**src/rtl/ecc_bus_term_pkg.sv**
```systemverilog
package ecc_bus_term_pkg;

    localparam int MODE_W     = 2;
    localparam int EARLY_BIT  = 1;
    localparam int RETRY_BIT  = 0;

    typedef enum logic [1:0] {
        ST_IDLE = 2'd0,
        ST_WAIT = 2'd1,
        ST_HOLD = 2'd2
    } term_state_e;

    typedef struct packed {
        term_state_e state;
        logic        early;
        logic        retry;
        logic        ack;
        logic        err;
        logic        halt;
        logic        fix;
    } term_regs_t;

    localparam term_regs_t TERM_RESET = '{
        state: ST_IDLE,
        early: 1'b0,
        retry: 1'b0,
        ack:   1'b0,
        err:   1'b0,
        halt:  1'b0,
        fix:   1'b0
    };

endpackage

```
**src/rtl/term_policy_decode.sv**
```systemverilog
module term_policy_decode #(
    parameter int MODE_W    = 2,
    parameter int EARLY_BIT = 1,
    parameter int RETRY_BIT = 0
) (
    input  logic [MODE_W-1:0] mode,
    output logic              early,
    output logic              retry
);

    always_comb begin
        early = mode[EARLY_BIT];
        retry = mode[RETRY_BIT];
    end

endmodule

```
**src/rtl/term_verdict.sv**
```systemverilog
module term_verdict (
    input  logic bad_data,
    input  logic retry,
    input  logic ack_now,
    output logic ack_next,
    output logic err_next,
    output logic halt_next,
    output logic fix_next
);

    always_comb begin
        if (bad_data) begin
            // early policies keep their acknowledge; the bus error wins at the processor
            ack_next  = ack_now;
            err_next  = 1'b1;
            halt_next = retry;
            fix_next  = retry;
        end else begin
            ack_next  = 1'b1;
            err_next  = 1'b0;
            halt_next = 1'b0;
            fix_next  = 1'b0;
        end
    end

endmodule

```
**src/rtl/ecc_bus_term.sv**
```systemverilog
module ecc_bus_term
    import ecc_bus_term_pkg::*;
(
    input  logic              clk,
    input  logic              rst_n,
    input  logic              cyc_strobe,
    input  logic [MODE_W-1:0] mode,
    input  logic              chk_valid,
    input  logic              chk_err,
    output logic              mem_ack,
    output logic              bus_err,
    output logic              bus_halt,
    output logic              fix_ram
);

    term_regs_t regs_d;
    term_regs_t regs_q;

    logic dec_early;
    logic dec_retry;
    logic v_ack;
    logic v_err;
    logic v_halt;
    logic v_fix;

    term_policy_decode #(
        .MODE_W    (MODE_W),
        .EARLY_BIT (EARLY_BIT),
        .RETRY_BIT (RETRY_BIT)
    ) i_decode (
        .mode  (mode),
        .early (dec_early),
        .retry (dec_retry)
    );

    term_verdict i_verdict (
        .bad_data  (chk_err),
        .retry     (regs_q.retry),
        .ack_now   (regs_q.ack),
        .ack_next  (v_ack),
        .err_next  (v_err),
        .halt_next (v_halt),
        .fix_next  (v_fix)
    );

    always_comb begin
        regs_d     = regs_q;
        regs_d.fix = 1'b0;
        if (!cyc_strobe) begin
            // cycle over or abandoned: release the bus on this clock
            regs_d = TERM_RESET;
        end else begin
            unique case (regs_q.state)
                ST_IDLE: begin
                    regs_d.state = ST_WAIT;
                    regs_d.early = dec_early;
                    regs_d.retry = dec_retry;
                    regs_d.ack   = dec_early;
                end
                ST_WAIT: begin
                    if (chk_valid) begin
                        regs_d.state = ST_HOLD;
                        regs_d.ack   = v_ack;
                        regs_d.err   = v_err;
                        regs_d.halt  = v_halt;
                        regs_d.fix   = v_fix;
                    end
                end
                ST_HOLD: begin
                    regs_d.state = ST_HOLD;
                end
                default: begin
                    regs_d = TERM_RESET;
                end
            endcase
        end
    end

    always_ff @(posedge clk or negedge rst_n) begin
        if (!rst_n) begin
            regs_q <= TERM_RESET;
        end else begin
            regs_q <= regs_d;
        end
    end

    assign mem_ack  = regs_q.ack;
    assign bus_err  = regs_q.err;
    assign bus_halt = regs_q.halt;
    assign fix_ram  = regs_q.fix;

endmodule

```
**config.mk**
```make
export PLATFORM = sky130hd
export DESIGN_NAME = ecc_bus_term
export DESIGN_NICKNAME = d
export VERILOG_FILES = /design/src/rtl/ecc_bus_term_pkg.sv /design/src/rtl/term_policy_decode.sv /design/src/rtl/term_verdict.sv /design/src/rtl/ecc_bus_term.sv
export SDC_FILE = /design/constraint.sdc
export NUM_CORES = 1
export LEC_CHECK = 0
export BUFFER_PORTS_ARGS = -buffer_cell sky130_fd_sc_hd__buf_4
export CORE_AREA = 2 2 39 41
export DETAILED_ROUTE_END_ITERATION = 12
export DIE_AREA = 0 0 41 43
export SYNTH_ARGS = -nofsm -noshare
export SYNTH_HDL_FRONTEND = slang
export SYNTH_SLANG_ARGS = --single-unit
```
**constraint.sdc**
```tcl
create_clock -name clk -period 5.2 [get_ports clk]
set_clock_uncertainty 0.2 [all_clocks]
set_input_delay 0.26 -clock clk [delete_from_list [all_inputs] [get_ports clk]]
set_output_delay 0.26 -clock clk [all_outputs]
set_load 0.02 [all_outputs]
```
==> flow_metrics.tcl, run 1 <==
set metrics [dict create \
    status "finished clean" \
    htreeDepth 1 \
    drt-total-wl_um 779 \
    hold_class "input port to flip-flop" \
    clockBufferDepth 2 \
    drive_gt1_share_pct 32.69 \
    drt_iter0_drc 0 \
    fin_crit_ps 1731 \
    postCtsHoldBufs 1 \
    std_cell_rows 14 \
    power_density_mw_per_mm2 445.6 \
    clk_latency_ps 240 \
    synthesis.area_um2 441.7 \
    crit_fanout 7 \
    r2r_end "bus_halt" \
    synth_area_per_cell_um2 11.62 \
    n_fill_cell 140 \
    ir_worst_vdd_mv 0.2364 \
    synthCells 38 \
    synthTopCellsByArea "dfrtp_1 40%, ha_1 14%, mux2i_1 6.8%, o31ai_4 4.8%, mux2_4 3.4%" \
    slew_headroom_pct 78.52 \
    critPathLaunchType "flip-flop" \
    clk_pin_slew_ps 50 \
    coreArea_mm2 0.001384 \
    path_class "flip-flop to flip-flop" \
    cp.required_ps 5130 \
    drtPass1Iterations 1 \
    hold_viol_final 0 \
    finalCritPeriodShare_pct 33.28 \
    die_area_mm2 0.001763 \
    fmax_ghz 0.5778 \
    syn_nets 50 \
    p_leak_nw 0.2670 \
    place.detailed.hpwl_um 622.6 \
    gp_congestion 0.7464 \
    grt_start_max_net_pins 9 \
    grt_first_pass_wirelength_um 1428 \
    grt-ovfl-total 0 \
    synth.most_common_cell "dfrtp_1" \
    cpPeakStageDelay_ps 410 \
    synthDistinctLibCells 20 \
    cts_resized 0 \
    diodes 0 \
    ys.flop_type "dfrtp_1" \
    post_cts_buffers 0 \
    cts_buffers 3 \
    cp.arrival_ps 1660 \
    clkSinkCount 7 \
    cap_violations 0 \
    dp_cells 63 \
    holdPathEnd "fix_ram" \
    seq_area_frac_synth_pct 39.66 \
    ys_ff_latch 7 \
    final_cell_count_no_fill 68 \
    die_w_um 41 \
    start_util_pct 31.92 \
    wire_per_inst_um 11.46 \
    synthArstFlopShare_pct 100.0 \
    synth_top_area_share_pct 39.66 \
    path_cells "inv_1 -> ha_1 -> o31ai_4 -> mux2_4" \
    root_buffer "clkbuf_4" \
    io_pins 11 \
    rr_worst_depth 4 \
    tightest_slew_ps 322.3 \
    port-buffer-count 10 \
    r2r-start "regs_q[6]" \
    worstSetupEndpointType "flip-flop" \
    holdPathStages 3 \
    ant_nets 0 \
    drc_errors 0 \
    die_y_um 43 \
    tritoncts "yes" \
    grt_pass1_vias 340 \
    cpMaxStageDelayCell "dfrtp_1" \
    ys_warn_count 0 \
    viasPerCell 4.912 \
    slew_viol_final 0 \
    vias 334 \
    grtUsageTotal_pct 12.47 \
    synth_edf_count 0 \
    antenna_found_initial 0 \
    setup_viol_count_final 0 \
    post_synth_most_frequent_cells "7 x dfrtp_1, 5 x ha_1, 4 x nand2_1" \
    rrSetupSlack_ps 3470 \
    area_growth_pct 27.20 \
    fin_tns_setup_ps 0 \
    synth_top_cell_by_area "dfrtp_1" \
    grt_setup_unrepaired "false" \
    min_from "chk_err" \
    nets 65 \
]
-- flip-flops by register name, summed over array words and instances, names as in the netlist --
signal,count
fix_ram,1
regs_q,3
bus_err,1
bus_halt,1
mem_ack,1
-- cells in the final DEF, fill, tap and decap left out, types with 2 or more instances in the layout --
master,count
clkbuf_4,3
inv_1,2
buf_4,10
nor2_1,2
dfrtp_1,7
nor2b_1,2
ha_1,5
nand2_1,4
mux2i_1,3
-- logic make-up (layout without fill, tap and decap cells) --
kind of cell	count (synthesis)	count (layout)	share of synthesized area, %
AND/OR/NAND/NOR	12	12	15.86
flip-flops	7	7	39.66
adder cells (fa/ha/maj)	5	5	14.16
multiplexers	4	4	10.20
AO/OA/AOI/OAI	7	7	15.86
buffers and inverters	3	17	4.250
-- per-stage QoR --
stage	cell area (µm²)	worst slack [ps]	util (%)	hold WS, ps	total power, mW
after floorplan	441.7	3506	-	-235.6	0.1777
after global placement	525.5	3505	37.97	-118.9	0.2017
after detailed placement	525.5	3468	37.97	-120.2	0.2039
after CTS	561.8	3465	40.60	75.88	0.2550
after global routing	561.8	3364	40.60	73.58	0.2807
final	561.8	3469	40.60	83.01	0.2503
-- per-layer routing --
| metal | global-route usage [%] | wire length (µm) |
|---|---|---|
| met5 | 0 | 0 |
| met4 | 2.000 | 0 |
| met3 | 9.424 | 77 |
| met2 | 20.31 | 388 |
| met1 | 12.30 | 313 |
-- layout make-up --
cell class / instances / area (µm²) / share of cell area (%)
Clock buffer: 4 / 26.28 / 4.677
Inverter: 2 / 7.507 / 1.336
Multi-Input combinational cell: 28 / 247.7 / 44.10
Sequential cell: 7 / 175.2 / 31.18
Tap cell: 16 / 20.02 / 3.563
Timing Repair Buffer: 11 / 85.08 / 15.14
-- power breakdown --
group	internal, mW	switching, mW
combinational	0.0584	0.0649
sequential	0.0677	0.0112
clock	0.0292	0.0189
total	0.155	0.0950
-- how the worst max path moves through the flow --
| stage | slack, ps | end | depth (start not counted) | startpoint |
|---|---|---|---|---|
| after detailed placement | 3470 | bus_halt | 4 | regs_q[6] |
| after global placement | 3500 | bus_halt | 4 | regs_q[6] |
| after global routing | 3360 | bus_halt | 4 | regs_q[6] |
| after floorplan | 3510 | bus_halt | 6 | regs_q[7] |
| after CTS | 3470 | bus_halt | 4 | regs_q[6] |
| final | 3470 | bus_halt | 4 | regs_q[6] |
-- critical path, delay by kind of cell, from the launching register on --
family,cells,cell delay [ps]
AO/OA/AOI/OAI,1,290
adder cells (fa/ha/maj),1,320
buffers and inverters,1,90
flip-flops,1,410
multiplexers,1,320
No activity file was read; power rests on OpenSTA's default activity.
==> inputs of run 2 (changes only) <==
==> constraint.sdc (replaced) <==
create_clock -name clk -period 1.8 [get_ports clk]
set_clock_uncertainty 0.2 [all_clocks]
set_input_delay 0.09 -clock clk [delete_from_list [all_inputs] [get_ports clk]]
set_output_delay 0.09 -clock clk [all_outputs]
set_load 0.02 [all_outputs]
==> flow_metrics.tcl, run 2 (same netlist as run 1, synthesis figures left out) <==
set metrics [dict create \
    status "finished clean" \
    postCtsHoldBufs 6 \
    hold_class "input port to flip-flop" \
    cts_buffers 3 \
    place.detailed.hpwl_um 627.4 \
    hold_slack_ps 37.69 \
    fin_crit_ps 1730 \
    start_util_pct 31.92 \
    cap_violations 0 \
    tightest_slew_ps 333.9 \
    internal_power_mw 0.4718 \
    cp.required_ps 1730 \
    die_y_um 43 \
    clk_pin_slew_ps 50 \
    fmax_ghz 0.5781 \
    largest_register "regs_q" \
    critPathLaunchType "input port" \
    power_frac_clock_pct 18.7 \
    drive_gt1_share_pct 31.03 \
    grt_setup_unrepaired "false" \
    drc_errors 0 \
    clkSinkCount 7 \
    root_buffer "clkbuf_4" \
    crit_fanout 4 \
    wire_per_inst_um 11.04 \
    worstSetupEndpointType "flip-flop" \
    grt-ovfl-total 0 \
    post_cts_buffers 0 \
    fin_tns_setup_ps 0 \
    layout_commonest_cell "buf_4" \
    tritoncts "yes" \
    p_switching_mw 0.2794 \
    drt-total-wl_um 817 \
    grt_start_max_net_pins 9 \
    grtUsageTotal_pct 12.10 \
    die_w_um 41 \
    pwr-share-comb_pct 50.7 \
    diodes 0 \
    slew_viol_final 0 \
    coreArea_mm2 0.001384 \
    grt_first_pass_wirelength_um 1414 \
    n_fill_cell 138 \
    power_mw 0.7512 \
    area_growth_pct 40.23 \
    clockBufferDepth 2 \
    htreeDepth 1 \
    vias 328 \
    largest_register_ff_count 3 \
    io_pins 11 \
    layout_common_cells "11 x buf_4, 7 x dfrtp_1, 6 x dlygate4sd3_1, 5 x ha_1, 4 x nand2_1" \
    drt_iter0_drc 4 \
    finalCritPeriodShare_pct 96.09 \
    std_cell_rows 14 \
    dp_cells 64 \
    cp.arrival_ps 1660 \
    utilization_pct 44.76 \
    p_leak_nw 0.2911 \
    drtPass1Iterations 4 \
    antenna_found_initial 0 \
    power_frac_seq_pct 30.6 \
    viasPerCell 4.432 \
    final_cell_count_no_fill 74 \
    slew_headroom_pct 77.67 \
    ir_worst_vdd_mv 0.6264 \
    grt_pass1_vias 343 \
    hold_viol_final 0 \
    cts_resized 0 \
    die_area_mm2 0.001763 \
    power_density_mw_per_mm2 1213 \
    gp_congestion 0.6730 \
    clk_latency_ps 240 \
    setup_viol_count_final 0 \
    swShare_pct 37.20 \
    ant_nets 0 \
    port-buffer-count 10 \
    nets 71 \
    path_class "input port to flip-flop" \
]
-- run 2: changes by cell type in the layout (fill, tap and decap cells not counted), sizes merged --
| cell | delta |
|---|---|
| buf | +1 |
| dlygate4sd3 | +5 |
-- run 2: critical path: stages --
cell and delay [ps]:
dlygate4sd3_1 530, buf_4 150, nand2_1 50, dlygate4sd3_1 540, nor2_1 50, mux2_4 250
-- run 2: path summary, 6_finish.rpt --
check                      startpoint   endpoint  slack (ps)  cells after the start
hold / removal                mode[0]  regs_q[4]          40                      4
max in group asynchronous       rst_n  regs_q[7]         550                      3
min in group asynchronous       rst_n    fix_ram         600                      3
hold reg to reg              bus_halt   bus_halt         310                      1
setup reg to reg            regs_q[7]   bus_halt         120                      5
setup / recovery            chk_valid   bus_halt          70                      6
-- run 2: cell type report --
type,instances,area (µm²),share of cell area [%]
multi-input combinational,28,247.7,40.00
sequential,7,175.2,28.28
timing repair buffer,17,142.6,23.03
inverter,2,7.507,1.212
tap,16,20.02,3.232
clock buffer,4,26.28,4.242
-- run 2: metrics by stage --
step / setup slack [ps] / area, µm²
2_1_floorplan: 105.9 / 441.7
3_3_place_gp: 134.9 / 533.0
3_5_place_dp: 96.94 / 533.0
4_1_cts: 77.52 / 619.3
5_1_grt: 12.11 / 619.3
6_report: 70.30 / 619.3
-- run 2: power groups by stage --
stage          combinational [mW]  clock (mW)  sequential (mW)
2_1_floorplan               0.275           0            0.239
3_3_place_gp                0.374           0            0.230
3_5_place_dp                0.376           0            0.233
4_1_cts                     0.386       0.151            0.230
5_1_grt                     0.424       0.163            0.237
6_report                    0.381       0.141            0.230
-- run 2: per-layer routing --
metal | vias up | GRT usage, % | wire, µm
met5 | - | 0 | 0
met4 | 0 | 2.000 | 0
met3 | 0 | 7.853 | 56
met2 | 10 | 18.13 | 367
met1 | 144 | 14.33 | 393
li1 | 174 | - | -
==> inputs of run 3 (changes only) <==
--- a/config.mk
+++ b/config.mk
@@ -6,9 +6,13 @@
 export NUM_CORES = 1
 export LEC_CHECK = 0
 export BUFFER_PORTS_ARGS = -buffer_cell sky130_fd_sc_hd__buf_4
+export CELL_PAD_IN_SITES_DETAIL_PLACEMENT = 0
+export CELL_PAD_IN_SITES_GLOBAL_PLACEMENT = 1
 export CORE_AREA = 2 2 39 41
+export CTS_BUF_LIST = sky130_fd_sc_hd__clkbuf_8
 export DETAILED_ROUTE_END_ITERATION = 12
 export DIE_AREA = 0 0 41 43
+export PLACE_DENSITY_LB_ADDON = 0.1
 export SYNTH_ARGS = -nofsm -noshare
 export SYNTH_HDL_FRONTEND = slang
 export SYNTH_SLANG_ARGS = --single-unit
==> flow_metrics.tcl, run 3 (same netlist as run 1, synthesis figures left out) <==
set metrics [dict create \
    path_cells "dlygate4sd3_1 -> buf_4 -> nand2_1 -> dlygate4sd3_1 -> nor2_1 -> mux2_4" \
    power_frac_seq_pct 27.8 \
    clk_latency_ps 230 \
    hold_class "input port to asynchronous set/reset pin" \
    cpPeakStageDelay_ps 540 \
    cp.arrival_ps 1670 \
    fin_crit_ps 1757 \
    clk_pin_slew_ps 40 \
    setup_viol_count_final 0 \
    cts_resized 0 \
    wire_per_inst_um 13.00 \
    ant_nets 0 \
    critPathTopFamily "buffers and inverters" \
    place.detailed.hpwl_um 728.8 \
    cpMaxStageDelayCell "dlygate4sd3_1" \
    crit_top_cell "dlygate4sd3_1" \
    drc_errors 0 \
    cap_violations 0 \
    drt-total-wl_um 936 \
    ir_worst_vdd_mv 0.5669 \
    die_area_mm2 0.001763 \
    grt_pass1_vias 368 \
    start_util_pct 31.92 \
    rrSetupSlack_ps 100 \
    layout_common_cells "10 x buf_4, 7 x dfrtp_1, 5 x ha_1, 5 x dlygate4sd3_1, 4 x nand2_1" \
    p_switching_mw 0.3033 \
    rr_worst_depth 5 \
    grt_start_max_net_pins 9 \
    viasPerCell 4.639 \
    r2r_end "bus_halt" \
    slew_headroom_pct 84.35 \
    antenna_found_initial 0 \
    cts_buffers 3 \
    pwr-share-comb_pct 46.2 \
    die_y_um 43 \
    layout_commonest_cell "buf_4" \
    r2r-start "regs_q[7]" \
    drt_iter0_drc 1 \
    pre_cts_ws_ps 90.41 \
    path_class "input port to flip-flop" \
    hold_viol_final 0 \
    diodes 0 \
    p_leak_nw 0.2941 \
    crit_fanout 3 \
    internal_power_mw 0.5323 \
    clkSinkCount 7 \
    root_buffer "clkbuf_8" \
    tightest_slew_ps 234.7 \
    drtPass1Iterations 3 \
    grt_setup_unrepaired "false" \
    grt_first_pass_wirelength_um 1497 \
    port-buffer-count 10 \
    die_w_um 41 \
    swShare_pct 36.30 \
    power_density_mw_per_mm2 1347 \
    cp.required_ps 1710 \
    worstPathBufferInverterCount 3 \
    critPathLaunchType "input port" \
    drive_gt1_share_pct 30.36 \
    power_frac_clock_pct 26.0 \
    tritoncts "yes" \
    fmax_ghz 0.5691 \
    grt-ovfl-total 0 \
    clockBufferDepth 2 \
    htreeDepth 1 \
    std_cell_rows 14 \
    largest_register_ff_count 3 \
    slew_viol_final 0 \
    fin_tns_setup_ps 0 \
    worstSetupEndpointType "flip-flop" \
    finalCritPeriodShare_pct 97.62 \
    finalWorstSetupSlack_ps 42.93 \
    nets 69 \
    coreArea_mm2 0.001384 \
    vias 334 \
    area_growth_pct 40.51 \
    grtUsageTotal_pct 13.43 \
    status "finished clean" \
    largest_register "regs_q" \
    gp_congestion 0.7786 \
    io_pins 11 \
]
==> run 3: power groups by stage <==
stage | Clock (mW) | Sequential (mW) | Combinational [mW]
6_report | 0.217 | 0.232 | 0.386
5_1_grt | 0.235 | 0.241 | 0.423
4_1_cts | 0.227 | 0.233 | 0.395
3_5_place_dp | 0 | 0.236 | 0.384
3_3_place_gp | 0 | 0.231 | 0.373
2_1_floorplan | 0 | 0.239 | 0.275
==> run 3: layout make-up <==
| class | count | area, µm² |
|---|---|---|
| Timing Repair Buffer | 15 | 125.1 |
| Sequential cell | 7 | 175.2 |
| Tap cell | 16 | 20.02 |
| Clock buffer | 3 | 41.29 |
| Clock inverter | 1 | 3.754 |
| Fill cell | 140 | 763.2 |
| Multi-Input combinational cell | 28 | 247.7 |
| Inverter | 2 | 7.507 |
==> run 3: worst register-to-register path, stage by stage, from the launching register on <==
cell	delay, ps
dfrtp_1	410
inv_1	110
ha_1	220
nor2b_4	280
o31ai_4	80
mux2_4	290
==> run 3: worst max path at each step <==
| stage | from | endpoint | cells after the start |
|---|---|---|---|
| after floorplan | regs_q[7] | bus_halt | 6 |
| after global placement | regs_q[7] | bus_halt | 5 |
| after detailed placement | regs_q[7] | bus_halt | 5 |
| after CTS | chk_valid | bus_halt | 6 |
| after global routing | chk_err | bus_halt | 6 |
| final | chk_err | bus_halt | 6 |
==> run 3: per-layer routing <==
| metal | global-route usage [%] | routed length, µm | up-vias |
|---|---|---|---|
| li1 | - | - | 167 |
| met1 | 12.46 | 366 | 156 |
| met2 | 22.19 | 513 | 9 |
| met3 | 1.571 | 31 | 2 |
| met4 | 14.00 | 25 | 0 |
| met5 | 0 | 0 | - |
==> run 3: timing repair <==
item / in CTS / in global routing
buffers inserted: 0 / 0
hold buffers: 5 / 0
endpoints found under the setup margin: 0 / 1
hold endpoints to repair: 13 / 0
==> run 3: through the flow <==
| step | std cells | hold slack, ps | instance area, µm² | total power [mW] | util (%) |
|---|---|---|---|---|---|
| final | 72 | 24.61 | 620.6 | 0.8357 | 44.85 |
| after global routing | 72 | 27.19 | 620.6 | 0.8980 | 44.85 |
| after CTS | 73 | 14.50 | 628.1 | 0.8556 | 45.39 |
| after detailed placement | 64 | -289.8 | 533.0 | 0.6202 | 38.52 |
| after global placement | 64 | -293.7 | 533.0 | 0.6035 | 38.52 |
| after floorplan | 38 | -405.6 | 441.7 | 0.5135 | - |
